$ cat config.mk
export PLATFORM = sky130hd
export DESIGN_NAME = strap_pad_sequencer
export DESIGN_NICKNAME = d
export VERILOG_FILES = /design/src/rtl/strap_seq_pkg.sv /design/src/rtl/strap_supply_sync.sv /design/src/rtl/strap_seq_fsm.sv /design/src/rtl/strap_capture.sv /design/src/rtl/strap_pad_drive.sv /design/src/rtl/strap_pad_sequencer.sv
export SDC_FILE = /design/constraint.sdc
export NUM_CORES = 1
export LEC_CHECK = 0
export ABC_AREA = 1
export CAP_MARGIN = 20
export CELL_PAD_IN_SITES_DETAIL_PLACEMENT = 1
export CELL_PAD_IN_SITES_GLOBAL_PLACEMENT = 1
export CORE_AREA = 2 2 62 64
export CTS_CLUSTER_SIZE = 16
export DETAILED_ROUTE_END_ITERATION = 12
export DIE_AREA = 0 0 64 66
export GPL_TIMING_DRIVEN = 0
export PLACE_DENSITY_LB_ADDON = 0.1
export SYNTH_ARGS = -nofsm -noshare
export SYNTH_HDL_FRONTEND = slang
export SYNTH_SLANG_ARGS = --single-unit
$ cat constraint.sdc
create_clock -name clk -period 2 [get_ports clk]
set_input_delay 0.5 -clock clk [delete_from_list [all_inputs] [get_ports clk]]
set_output_delay 0.5 -clock clk [all_outputs]
set_load 0.05 [all_outputs]
$ cat src/rtl/strap_seq_pkg.sv
package strap_seq_pkg;

    typedef enum logic [1:0] {
        ST_WAIT_SUPPLY = 2'd0,
        ST_LATCH       = 2'd1,
        ST_DRIVE_LOW   = 2'd2,
        ST_RUN         = 2'd3
    } seq_state_e;

endpackage

$ cat src/rtl/strap_supply_sync.sv
module strap_supply_sync #(
    parameter int STAGES = 2
) (
    input  logic clk,
    input  logic rst_n,
    input  logic async_in,
    output logic sync_out
);

    logic [STAGES-1:0] chain_q;

    generate
        if (STAGES == 1) begin : g_single
            always_ff @(posedge clk or negedge rst_n) begin
                if (!rst_n) chain_q <= '0;
                else        chain_q <= async_in;
            end
        end else begin : g_chain
            always_ff @(posedge clk or negedge rst_n) begin
                if (!rst_n) chain_q <= '0;
                else        chain_q <= {chain_q[STAGES-2:0], async_in};
            end
        end
    endgenerate

    assign sync_out = chain_q[STAGES-1];

endmodule

$ cat src/rtl/strap_seq_fsm.sv
module strap_seq_fsm
    import strap_seq_pkg::*;
#(
    parameter int TIMER_CYCLES = 150000,
    localparam int CW = $clog2(TIMER_CYCLES + 1)
) (
    input  logic clk,
    input  logic rst_n,
    input  logic supply_ok,
    output logic cap_en,
    output logic drive_en,
    output logic run_en
);

    seq_state_e state_q, state_d;
    logic [CW-1:0] tmr_q;
    logic          tmr_done;

    assign tmr_done = (tmr_q == CW'(TIMER_CYCLES - 1));

    // next-state logic
    always_comb begin
        state_d = state_q;
        unique case (state_q)
            ST_WAIT_SUPPLY: if (supply_ok) state_d = ST_LATCH;
            ST_LATCH:       state_d = supply_ok ? ST_DRIVE_LOW : ST_WAIT_SUPPLY;
            ST_DRIVE_LOW: begin
                if (!supply_ok)    state_d = ST_WAIT_SUPPLY;
                else if (tmr_done) state_d = ST_RUN;
            end
            ST_RUN:         if (!supply_ok) state_d = ST_WAIT_SUPPLY;
            default:        state_d = ST_WAIT_SUPPLY;
        endcase
    end

    // state register
    always_ff @(posedge clk or negedge rst_n) begin
        if (!rst_n) state_q <= ST_WAIT_SUPPLY;
        else        state_q <= state_d;
    end

    // power-up timer, counts only while outputs are held low
    always_ff @(posedge clk or negedge rst_n) begin
        if (!rst_n)                       tmr_q <= '0;
        else if (state_q != ST_DRIVE_LOW) tmr_q <= '0;
        else                              tmr_q <= tmr_q + 1'b1;
    end

    // output decode
    always_comb begin
        cap_en   = 1'b0;
        drive_en = 1'b0;
        run_en   = 1'b0;
        unique case (state_q)
            ST_WAIT_SUPPLY: ;
            ST_LATCH:       cap_en = 1'b1;
            ST_DRIVE_LOW:   drive_en = 1'b1;
            ST_RUN: begin
                drive_en = 1'b1;
                run_en   = 1'b1;
            end
            default: ;
        endcase
    end

    assert_latch_single_R3: assert property (@(posedge clk) disable iff (!rst_n)
        (state_q == ST_LATCH) |=> (state_q != ST_LATCH));

    assert_latch_entry_R3: assert property (@(posedge clk) disable iff (!rst_n)
        (state_q == ST_LATCH) |-> $past(state_q) == ST_WAIT_SUPPLY);

    assert_timer_bound_R5: assert property (@(posedge clk) disable iff (!rst_n)
        (state_q == ST_DRIVE_LOW) |-> (tmr_q <= CW'(TIMER_CYCLES - 1)));

    assert_run_on_expiry_R5: assert property (@(posedge clk) disable iff (!rst_n)
        (state_q == ST_DRIVE_LOW && supply_ok && tmr_done) |=> (state_q == ST_RUN));

    assert_no_early_run_R5: assert property (@(posedge clk) disable iff (!rst_n)
        (state_q == ST_DRIVE_LOW && !tmr_done) |=> (state_q != ST_RUN));

    assert_drop_to_wait_R8: assert property (@(posedge clk) disable iff (!rst_n)
        !supply_ok |=> (state_q == ST_WAIT_SUPPLY));

endmodule

$ cat src/rtl/strap_capture.sv
module strap_capture #(
    parameter int WIDTH = 5
) (
    input  logic             clk,
    input  logic             rst_n,
    input  logic             cap_en,
    input  logic [WIDTH-1:0] pad_lvl,
    output logic [WIDTH-1:0] cfg_q
);

    always_ff @(posedge clk or negedge rst_n) begin
        if (!rst_n)      cfg_q <= '0;
        else if (cap_en) cfg_q <= pad_lvl;
    end

    assert_cfg_hold_R7: assert property (@(posedge clk) disable iff (!rst_n)
        !cap_en |=> $stable(cfg_q));

endmodule

$ cat src/rtl/strap_pad_drive.sv
module strap_pad_drive #(
    parameter int WIDTH = 5
) (
    input  logic             drive_en,
    input  logic             run_en,
    input  logic [WIDTH-1:0] clk_src,
    output logic [WIDTH-1:0] pad_oe,
    output logic [WIDTH-1:0] pad_out
);

    generate
        for (genvar i = 0; i < WIDTH; i++) begin : g_pin
            always_comb begin
                pad_oe[i]  = drive_en;
                pad_out[i] = run_en & clk_src[i];
            end
        end
    endgenerate

endmodule

$ cat src/rtl/strap_pad_sequencer.sv
module strap_pad_sequencer #(
    parameter int NUM_PINS     = 5,
    parameter int SYNC_STAGES  = 2,
    parameter int TIMER_CYCLES = 150000
) (
    input  logic                clk,
    input  logic                rst_n,
    input  logic                supply_good,
    input  logic [NUM_PINS-1:0] pad_in,
    input  logic [NUM_PINS-1:0] clk_src,
    output logic [NUM_PINS-1:0] pad_oe,
    output logic [NUM_PINS-1:0] pad_out,
    output logic [NUM_PINS-1:0] cfg_word
);

    logic supply_ok;
    logic cap_en;
    logic drive_en;
    logic run_en;

    strap_supply_sync #(.STAGES(SYNC_STAGES)) u_sync (
        .clk      (clk),
        .rst_n    (rst_n),
        .async_in (supply_good),
        .sync_out (supply_ok)
    );

    strap_seq_fsm #(.TIMER_CYCLES(TIMER_CYCLES)) u_fsm (
        .clk       (clk),
        .rst_n     (rst_n),
        .supply_ok (supply_ok),
        .cap_en    (cap_en),
        .drive_en  (drive_en),
        .run_en    (run_en)
    );

    strap_capture #(.WIDTH(NUM_PINS)) u_cap (
        .clk     (clk),
        .rst_n   (rst_n),
        .cap_en  (cap_en),
        .pad_lvl (pad_in),
        .cfg_q   (cfg_word)
    );

    strap_pad_drive #(.WIDTH(NUM_PINS)) u_drive (
        .drive_en (drive_en),
        .run_en   (run_en),
        .clk_src  (clk_src),
        .pad_oe   (pad_oe),
        .pad_out  (pad_out)
    );

    assert_capture_released_R4: assert property (@(posedge clk) disable iff (!rst_n)
        cap_en |-> (pad_oe == '0));

    assert_quiet_when_released_R2: assert property (@(posedge clk) disable iff (!rst_n)
        (pad_oe == '0) |-> (pad_out == '0));

    assert_oe_uniform_R5: assert property (@(posedge clk) disable iff (!rst_n)
        (pad_oe == '0) || (pad_oe == '1));

    assert_low_before_run_R5: assert property (@(posedge clk) disable iff (!rst_n)
        ($rose(pad_oe[0])) |-> (pad_out == '0));

endmodule

==> summary.txt, run 1 <==
Floorplan
  • I/O pins: 28
  • Initial Util: 0.389
  • Die Area: 4220 sq um
  • Die Span Y: 66 um
  • Rows: 22
  • Die X: 64 um
  • CORE AREA: 3550 sq um

STA
  • Skew final: 0.00471 ns
  • Period utilization: 0.986
  • Worst Slack Setup Final: 0.0289 ns
  • WHS: 0.388 ns
  • Final setup vio count: 0
  • Final Hold Viols: 0
  • Final slew viol count: 0
  • Max Clock Freq: 0.507 GHz
  • Worst-Margin Slew: 0.744 ns
  • Slew margin rel.: 0.503
  • Final min period: 1.97 ns
  • RSZ-0062 raised after global routing: no

Synth
  • Synth unique cells: 24
  • Cell taking the most area after synthesis: dfrtp_1
  • Synth warn: 0
  • Yosys reg bits: 27
  • Avg Inst Size Synth: 8.28 sq um
  • Most frequent cell after synthesis: nor2_1
  • Async SR Flop Fraction: 1.00
  • Synth area leaders: dfrtp_1, nor2_1, nand2_1
  • Most used DFF post-synth: dfrtp_1
  • Synth cell count leaders: nor2_1, nand2_1, dfrtp_1, inv_1, a21oi_1
  • Mapped Cells: 167
  • Post-synth net total: 181
  • Sequential area share after synthesis: 0.489
  • Synth top area share: 0.489
  • EDFF count, synth: 0
  • Mapped Area: 1380 sq um

Clock tree
  • Num CTS Buffers: 3
  • Num Clock Sinks: 27
  • CTS max path bufs: 2
  • CTS tree: built
  • Setup bufs post-CTS: 0
  • H-tree Lvls: 1
  • Clock Tree Root: clkbuf_4
  • Clk pin slew, worst setup/hold paths: 0.17 ns
  • Clock insertion delay at the later pin of the skew report: 0.35 ns

Pwr
  • VDD IR max: 0.321 mV
  • Clock share of power: 0.220
  • Pwr dens: 720 nW/um^2
  • Tot Pwr: 1.24 mW
  • Comb pwr share: 0.287
  • Sequential power share: 0.493
  • Leakage power total: 0.731 nW
  • Switching share of power: 0.368
  • Int Pwr: 781 uW
  • Switching power: 455 uW

Finish
  • Area Overhead vs Synth: 24.2%
  • Share of layout cells above drive strength 1: 0.191
  • Final nets: 214
  • Diodes inserted: 0

Placement
  • Buffers added on ports: 27
  • GP Congestion: 0.794
  • Detailed Place HPWL: 2760 um
  • Setup slack at placement: -0.419 ns

Routing
  • DRT antenna net count: 0
  • WL per Instance: 14.1 um
  • DRT iter0 DRCs: 16
  • Residual DRC: 0
  • Via count: 1167
  • Drt total wl: 3470 um
  • DR vias/cell: 4.72
  • Initial DRT Pass Iterations: 3

GRT
  • Number of global-route vias before repair: 1275
  • First-pass GRT wire length: 6180 um
  • Gr ovfl total: 0
  • Global Route Usage Sum: 0.193
  • Largest net degree at the start of global routing: 18
  • Initial antenna violation count: 0

Setup path
  • Crit Path Class: primary input to output pin
  • CP Data Required Time: 1.50 ns
  • Crit Path Max Fanout: 1
  • Startpoint Class: primary input
  • Setup crit end kind: output pin
  • CP Data Arrival Time: 1.47 ns

Flow run
  • Max cap viols: 0

Status
  • Status: finished, final reports clean

Worst hold path
  • Hold Crit Class: flip-flop to flip-flop
[cell type report]
class / instances / area [sq um]
clock inverters: 1 / 8.76
plain buffers: 7 / 46.3
multi-input cells: 114 / 589
fillers: 440 / 1830
inverters: 19 / 71.3
clock buffers: 3 / 22.5
repair buffers: 28 / 243
well taps: 48 / 60.1
flip-flops and latches: 27 / 676
[flip-flops by register name, summed over array words and instances, names as in the netlist]
signal,cells
u_cap.cfg_q,5
u_sync.chain_q,2
u_fsm.state_q,2
u_fsm.tmr_q,18
[layout by cell type (no fill, tap or decap), drive strengths merged, types with 2 or more instances in the layout]
cell type / netlist / layout
xor2: 4 / 4
nand2: 34 / 34
a21oi: 9 / 9
nand4: 2 / 2
nor2: 43 / 43
clkdlybuf4s50: 0 / 12
o21ai: 5 / 5
mux2: 5 / 5
clkbuf: 1 / 4
dlygate4sd2: 0 / 5
buf: 6 / 15
nand3: 6 / 6
dfrtp: 27 / 27
nor3: 3 / 3
inv: 19 / 20
[worst paths after layout]
path                              startpoint                end  slack, ns  cells after the start
setup reg to reg              u_fsm.tmr_q[0]    u_fsm.tmr_q[14]       0.54                      6
min in group asynchronous              rst_n     u_cap.cfg_q[2]       0.56                      1
max in group asynchronous              rst_n    u_fsm.tmr_q[17]       0.90                      2
hold reg to reg            u_sync.chain_q[0]  u_sync.chain_q[1]       0.39                      0
setup / recovery                  clk_src[4]         pad_out[4]       0.03                      4
hold / removal             u_sync.chain_q[0]  u_sync.chain_q[1]       0.39                      0
[cell families after synthesis]
family	share of synthesized area
compound gates	0.0642
simple gates	0.287
fa+ha+maj	0.00905
mux	0.0407
buf+inv	0.0851
xor+xnor	0.0253
flops	0.489
[worst max-delay path: stages]
cell and delay, ns:
clkdlybuf4s50_1 0.45, inv_1 0.04, nor2_1 0.10, clkdlybuf4s18_2 0.37
[power groups by stage]
stage | sequential [mW] | combinational, mW | clock, mW
after floorplan | 0.726 | 0.135 | 0
after global placement | 0.615 | 0.380 | 0
after detailed placement | 0.623 | 0.392 | 0
after CTS | 0.611 | 0.361 | 0.275
after global routing | 0.615 | 0.378 | 0.294
final | 0.610 | 0.355 | 0.271
[metal layers]
metal	track usage	routed length, um	part of all wire	vias up
met3	0.0187	105	0.030	5
met1	0.235	1550	0.45	560
met2	0.348	1760	0.51	25
li1	-	-	-	577
met4	0.0815	60	0.017	0
met5	0	0	0	-
[repair_timing]
| action | in CTS | in global routing |
|---|---|---|
| setup endpoints to repair | 15 | 4 |
| gates resized for setup | 44 | 7 |
| pin swaps | 0 | 0 |
| hold buffers | 0 | 0 |
[per-stage QoR]
step                instances  instance area, sq um  utilization  setup TNS [ns]
floorplan                 167                  1380            -               0
global placement          242                  1710        0.482           -1.92
detailed placement        243                  1730        0.487           -2.21
CTS                       247                  1740        0.489               0
global route              247                  1720        0.483               0
finish                    247                  1720        0.483               0
Note: power is estimated with default switching activity, not from simulation.
==> inputs of run 2 (changes only) <==
Settings changed: ABC_CLOCK_PERIOD_IN_PS set to 2000, GPL_TIMING_DRIVEN 0 to unset.
==> run 2 against run 1 <==
  * Worst setup slack better by 0.12 ns
  * Cell area up 2.1%
  * Die area unchanged
  * Worst hold slack worse by 0.0020 ns
  * Critical path type unchanged
  * Largest cell class unchanged
  * Highest routed layer unchanged
==> summary.txt, run 2 (synthesized netlist as in run 1, its figures left out) <==
Status
  • Status: finished, final reports clean (unchanged)

Finish
  • Largest Register: u_fsm.tmr_q (unchanged)
  • Top Registers: u_fsm.tmr_q x18, u_cap.cfg_q x5 (unchanged)
  • Most frequent cells in the layout: nor2_1, nand2_1, dfrtp_1 (unchanged)
  • Most common cell after layout, fill and taps aside: nor2_1 (unchanged)
  • Share of layout cells above drive strength 1: 0.180 (was 0.191)
  • Filler cell count in the final layout: 422 (was 440)
  • Final nets: 209 (was 214)
  • Max FFs per register: 18 (unchanged)
  • Diodes inserted: 0 (unchanged)
  • Area Overhead vs Synth: 26.8% (was 24.2%)

GRT
  • Largest net degree at the start of global routing: 28 (was 18)
  • First-pass GRT wire length: 6020 um (was 6180 um)
  • Global Route Usage Sum: 0.188 (was 0.193)
  • Initial antenna violation count: 0 (unchanged)
  • Number of global-route vias before repair: 1298 (was 1275)
  • Gr ovfl total: 0 (unchanged)

STA
  • WHS: 0.386 ns (was 0.388 ns)
  • Final setup vio count: 0 (unchanged)
  • Max Clock Freq: 0.541 GHz (was 0.507 GHz)
  • Final slew viol count: 0 (unchanged)
  • Period utilization: 0.924 (was 0.986)
  • Skew final: 0.00456 ns (was 0.00471 ns)
  • Final Hold Viols: 0 (unchanged)
  • Setup TNS: 0 ns (unchanged)
  • Slew margin rel.: 0.667 (was 0.503)
  • Final min period: 1.85 ns (was 1.97 ns)
  • Worst-Margin Slew: 0.502 ns (was 0.744 ns)
  • RSZ-0062 raised after global routing: no (unchanged)

Pwr
  • Comb pwr share: 0.288 (was 0.287)
  • Leakage power total: 0.723 nW (was 0.731 nW)
  • VDD IR max: 0.335 mV (was 0.321 mV)
  • Sequential power share: 0.493 (about the same)
  • Pwr dens: 707 nW/um^2 (was 720 nW/um^2)
  • Switching power: 453 uW (was 455 uW)
  • Switching share of power: 0.366 (was 0.368)
  • Int Pwr: 786 uW (was 781 uW)
  • Clock share of power: 0.219 (was 0.220)

Floorplan
  • Initial Util: 0.389 (unchanged)
  • CORE AREA: 3550 sq um (unchanged)
  • Die Span Y: 66 um (unchanged)
  • I/O pins: 28 (unchanged)
  • Die X: 64 um (unchanged)
  • Rows: 22 (unchanged)
  • Die Area: 4220 sq um (unchanged)

Clock tree
  • CTS tree: built (unchanged)
  • Num Clock Sinks: 27 (unchanged)
  • CTS max path bufs: 2 (unchanged)
  • Clock Tree Root: clkbuf_4 (unchanged)
  • Clock insertion delay at the later pin of the skew report: 0.35 ns (about the same)
  • Num CTS Buffers: 3 (unchanged)
  • Setup bufs post-CTS: 0 (unchanged)
  • H-tree Lvls: 1 (unchanged)
  • Clk pin slew, worst setup/hold paths: 0.17 ns (about the same)

Routing
  • Initial DRT Pass Iterations: 2 (was 3)
  • Via count: 1167 (unchanged)
  • Residual DRC: 0 (unchanged)
  • DRT iter0 DRCs: 21 (was 16)
  • Drt total wl: 3400 um (was 3470 um)
  • DRT antenna net count: 0 (unchanged)
  • DR vias/cell: 4.82 (was 4.72)
  • WL per Instance: 14.0 um (was 14.1 um)

Setup path
  • Critical R2R Launch: u_fsm.tmr_q[0] (unchanged)
  • Peak per-stage delay on the critical path: 0.46 ns (was 0.45 ns)
  • Crit Path Max Fanout: 1 (unchanged)
  • Startpoint Class: primary input (unchanged)
  • Buf/Inv on CP: 3 (unchanged)
  • Reg-to-reg critical path endpoint: u_fsm.tmr_q[14] (unchanged)
  • Reg-to-reg slack, setup: 0.46 ns (was 0.54 ns)
  • CP Data Required Time: 1.50 ns (about the same)
  • R2r worst-path depth: 6 (unchanged)
  • CP Data Arrival Time: 1.35 ns (was 1.47 ns)
  • Slowest cell on crit path: clkdlybuf4s50_1 (unchanged)
  • CP top delay family: buffers and inverters (unchanged)
  • Crit Path Class: primary input to output pin (unchanged)
  • Setup crit end kind: output pin (unchanged)
  • Cell chain of the critical path: clkdlybuf4s50_1, inv_1, nor2_1, buf_12 (was clkdlybuf4s50_1, inv_1, nor2_1, clkdlybuf4s18_2)

Placement
  • Buffers added on ports: 27 (unchanged)
  • Detailed Place HPWL: 2710 um (was 2760 um)
  • GP Congestion: 0.820 (was 0.794)

Worst hold path
  • Hold EP: u_sync.chain_q[1] (unchanged)
  • Worst min-delay path startpoint: u_sync.chain_q[0] (unchanged)
  • Min-Delay Path Depth: 0 (unchanged)
  • Hold Crit Class: flip-flop to flip-flop (unchanged)

Flow run
  • Max cap viols: 0 (unchanged)
[run 2: power groups by stage]
stage,clock [mW],combinational (mW),sequential [mW]
after floorplan,0,0.135,0.726
after global placement,0,0.374,0.617
after detailed placement,0,0.383,0.624
after CTS,0.280,0.362,0.612
after global routing,0.299,0.376,0.617
final,0.271,0.357,0.611
[run 2: metal layers]
metal  track usage  part of all wire  routed length [um]
met2         0.363              0.51                1740
met3        0.0307             0.039                 134
met4        0.0652             0.014                  49
met1         0.207              0.43                1470
met5             0                 0                   0
[run 2: worst max path at each step]
stage          cells past startpoint         end              from
4_1_cts                            3  pad_out[0]  u_fsm.state_q[1]
6_report                           4  pad_out[4]        clk_src[4]
2_1_floorplan                      2  pad_out[0]        clk_src[0]
3_3_place_gp                       4  pad_out[4]        clk_src[4]
5_1_grt                            3  pad_out[1]  u_fsm.state_q[1]
3_5_place_dp                       4  pad_out[4]        clk_src[4]
[run 2: area by class of cell]
| cell class | instances | area (sq um) | area share |
|---|---|---|---|
| clock buffer | 3 | 22.5 | 0.0128 |
| inverter | 19 | 71.3 | 0.0407 |
| clock inverter | 1 | 8.76 | 0.00500 |
| multi-input combinational | 114 | 589 | 0.336 |
| sequential | 27 | 677 | 0.386 |
| tap | 48 | 60.1 | 0.0343 |
| timing repair buffer | 30 | 324 | 0.185 |
[run 2: worst register-to-register path, delay by kind of cell, from the launching register on]
family	cells	cell delay (ns)
adders and majority gates	1	0.22
DFF	1	0.43
and+or+nand+nor	5	0.80
[run 2: what timing repair did]
item                                    CTS  global route
hold buffers                              0             0
gates resized for setup                   5             1
hold endpoints to repair                  0             0
endpoints found under the setup margin    5             1
[run 2: through the flow]
step                      cell area (sq um)  std cells  worst slack (ns)  total power [mW]  utilization
after floorplan                        1380        167             0.322             0.861            -
after global placement                 1730        238             0.161             0.992        0.486
after detailed placement               1730        238             0.135              1.01        0.486
after CTS                              1750        242            0.0889              1.25        0.493
after global routing                   1750        242            0.0798              1.29        0.494
final                                  1750        242             0.152              1.24        0.494
==> inputs of run 3 (changes only) <==
Settings changed: CORE_AREA 2 2 62 64 to 2 2 56 71, DIE_AREA 0 0 64 66 to 0 0 58 73.
==> run 3 against run 2 <==
  * Worst hold slack got worse by 0.016 ns
  * Global-route usage fell by 1.8 points
  * Sequential power barely moved
  * Critical endpoint is now cfg_word[3]
==> summary.txt, run 3 (synthesized netlist as in run 1, its figures left out) <==
Placement
  • Detailed Place HPWL: 2510 um (was 2710 um)
  • Setup slack at placement: 0.141 ns (was 0.135 ns)
  • Post-DP Area: 1710 sq um (was 1730 sq um)
  • Cells after DPL: 229 (was 238)
  • Buffers added on ports: 27 (unchanged)
  • GP Congestion: 0.832 (was 0.820)

Worst hold path
  • Min-Delay Path Depth: 0 (unchanged)
  • Hold EP: u_sync.chain_q[1] (unchanged)
  • Hold Crit Class: flip-flop to flip-flop (unchanged)
  • Worst min-delay path startpoint: u_sync.chain_q[0] (unchanged)

GRT
  • Met2 usage: 0.307 (was 0.363)
  • Largest net degree at the start of global routing: 28 (unchanged)
  • Gr ovfl total: 0 (unchanged)
  • Global Route Usage Sum: 0.170 (was 0.188)
  • Grt met3 use: 0.0177 (was 0.0307)
  • First-pass GRT wire length: 5530 um (was 6020 um)
  • Initial antenna violation count: 0 (unchanged)
  • Number of global-route vias before repair: 1209 (was 1298)
  • Global-route met1 utilization: 0.202 (was 0.207)
  • Top Usage Layer GRT: met2 (unchanged)

Clock tree
  • CTS max path bufs: 2 (unchanged)
  • Clock Tree Root: clkbuf_8 (was clkbuf_4)
  • Setup bufs post-CTS: 0 (unchanged)
  • Hold_buf cts: 0 (unchanged)
  • Gates resized, CTS repair: 0 (was 5)
  • H-tree Lvls: 1 (unchanged)
  • Clk pin slew, worst setup/hold paths: 0.09 ns (was 0.17 ns)
  • Num CTS Buffers: 3 (unchanged)
  • Clock insertion delay at the later pin of the skew report: 0.27 ns (was 0.35 ns)
  • CTS tree: built (unchanged)
  • Num Clock Sinks: 27 (unchanged)

Setup path
  • CP Data Required Time: 1.50 ns (about the same)
  • CP Data Arrival Time: 1.44 ns (was 1.35 ns)
  • R2r worst-path depth: 7 (was 6)
  • Cell chain of the critical path: clkdlybuf4s50_1 (was clkdlybuf4s50_1, inv_1, nor2_1, buf_12)
  • Startpoint Class: flip-flop (was primary input)
  • Reg-to-reg critical path endpoint: u_fsm.tmr_q[14] (unchanged)
  • Peak per-stage delay on the critical path: 0.82 ns (was 0.46 ns)
  • Slowest cell on crit path: clkdlybuf4s50_1 (unchanged)
  • WP depth: 1 (was 4)
  • Critical R2R Launch: u_fsm.tmr_q[0] (unchanged)
  • Crit Path Max Fanout: 2 (was 1)
  • Buf/Inv on CP: 1 (was 3)
  • Setup crit end kind: output pin (unchanged)
  • Reg-to-reg slack, setup: 0.61 ns (was 0.46 ns)
  • CP top delay family: buffers and inverters (unchanged)
  • Crit Path Class: flip-flop to output pin (was primary input to output pin)

Routing
  • DRT iter0 DRCs: 20 (was 21)
  • DRT antenna net count: 0 (unchanged)
  • Via count: 1140 (was 1167)
  • Residual DRC: 0 (unchanged)
  • DR vias/cell: 4.89 (was 4.82)
  • Drt total wl: 3150 um (was 3400 um)
  • Initial DRT Pass Iterations: 4 (was 2)
  • WL per Instance: 13.5 um (was 14.0 um)

Pwr
  • Leakage power total: 0.716 nW (was 0.723 nW)
  • Pwr dens: 739 nW/um^2 (was 707 nW/um^2)
  • VDD IR max: 0.531 mV (was 0.335 mV)

Flow run
  • Max cap viols: 0 (unchanged)

Finish
  • Final Cell Area: 1760 sq um (was 1750 sq um)
  • Final nets: 208 (was 209)
  • Largest Register: u_fsm.tmr_q (unchanged)
  • Area Overhead vs Synth: 27.1% (was 26.8%)
  • Most common cell after layout, fill and taps aside: nor2_1 (unchanged)
  • Non-Filler Instances: 233 (was 242)
  • Most frequent cells in the layout: nor2_1, nand2_1, dfrtp_1 (unchanged)
  • Diodes inserted: 0 (unchanged)
  • Top Registers: u_fsm.tmr_q x18, u_cap.cfg_q x5 (unchanged)
  • Max FFs per register: 18 (unchanged)
  • Filler cell count in the final layout: 451 (was 422)
  • Share of layout cells above drive strength 1: 0.171 (was 0.180)

STA
  • Setup TNS: 0 ns (unchanged)
  • Slew margin rel.: 0.657 (was 0.667)
  • Final Hold Viols: 0 (unchanged)
  • Final min period: 1.94 ns (was 1.85 ns)
  • Max Clock Freq: 0.515 GHz (was 0.541 GHz)
  • RSZ-0062 raised after global routing: no (unchanged)
  • Final slew viol count: 0 (unchanged)
  • Worst Slack Setup Final: 0.0572 ns (was 0.152 ns)
  • Worst-Margin Slew: 0.513 ns (was 0.502 ns)
  • WHS: 0.369 ns (was 0.386 ns)
  • Period utilization: 0.971 (was 0.924)
  • Skew final: 0.00324 ns (was 0.00456 ns)
  • Final setup vio count: 0 (unchanged)

Floorplan
  • Die Area: 4230 sq um (was 4220 sq um)
  • I/O pins: 28 (unchanged)
  • Rows: 25 (was 22)
  • Die X: 58 um (was 64 um)
  • Die Span Y: 73 um (was 66 um)
  • CORE AREA: 3630 sq um (was 3550 sq um)
  • Initial Util: 0.381 (was 0.389)

Status
  • Status: finished, final reports clean (unchanged)
run 3: changes by cell type in the layout (fill, tap and decap cells not counted), moves of 3 or more:
cell             before  now
dlygate4sd2_1         5    0
clkbuf_4              3    0
clkdlybuf4s50_1      12   17
clkbuf_8              0    3
run 3: worst max path at each step:
| stage | slack (ns) | to | startpoint |
|---|---|---|---|
| floorplan | 0.32 | pad_out[0] | clk_src[0] |
| global placement | 0.16 | pad_out[0] | clk_src[0] |
| detailed placement | 0.14 | pad_out[1] | clk_src[1] |
| CTS | 0.04 | cfg_word[3] | u_cap.cfg_q[3] |
| global route | 0.02 | cfg_word[0] | u_cap.cfg_q[0] |
| finish | 0.06 | cfg_word[3] | u_cap.cfg_q[3] |
run 3: routing by layer:
metal,wire length (um),vias up
li1,-,564
met1,1310,546
met2,1680,26
met3,111,4
met4,40,0
met5,0,-
run 3: report_power, final:
group,internal (mW),switching [mW]
logic,0.137,0.237
clock network,0.141,0.175
registers,0.585,0.0242
run 3: metrics by stage:
step,util,power [mW]
after floorplan,-,0.861
after global placement,0.471,0.990
after detailed placement,0.471,1.00
after CTS,0.484,1.32
after global routing,0.484,1.36
final,0.484,1.30
run 3: area by class of cell:
| class | instances | area, sq um | area share |
|---|---|---|---|
| flip-flops and latches | 27 | 676 | 0.384 |
| repair buffers | 29 | 323 | 0.184 |
| multi-input cells | 114 | 589 | 0.335 |
| well taps | 40 | 50.0 | 0.0285 |
| clock buffers | 3 | 41.3 | 0.0235 |
| inverters | 19 | 71.3 | 0.0406 |
| clock inverters | 1 | 7.51 | 0.00427 |
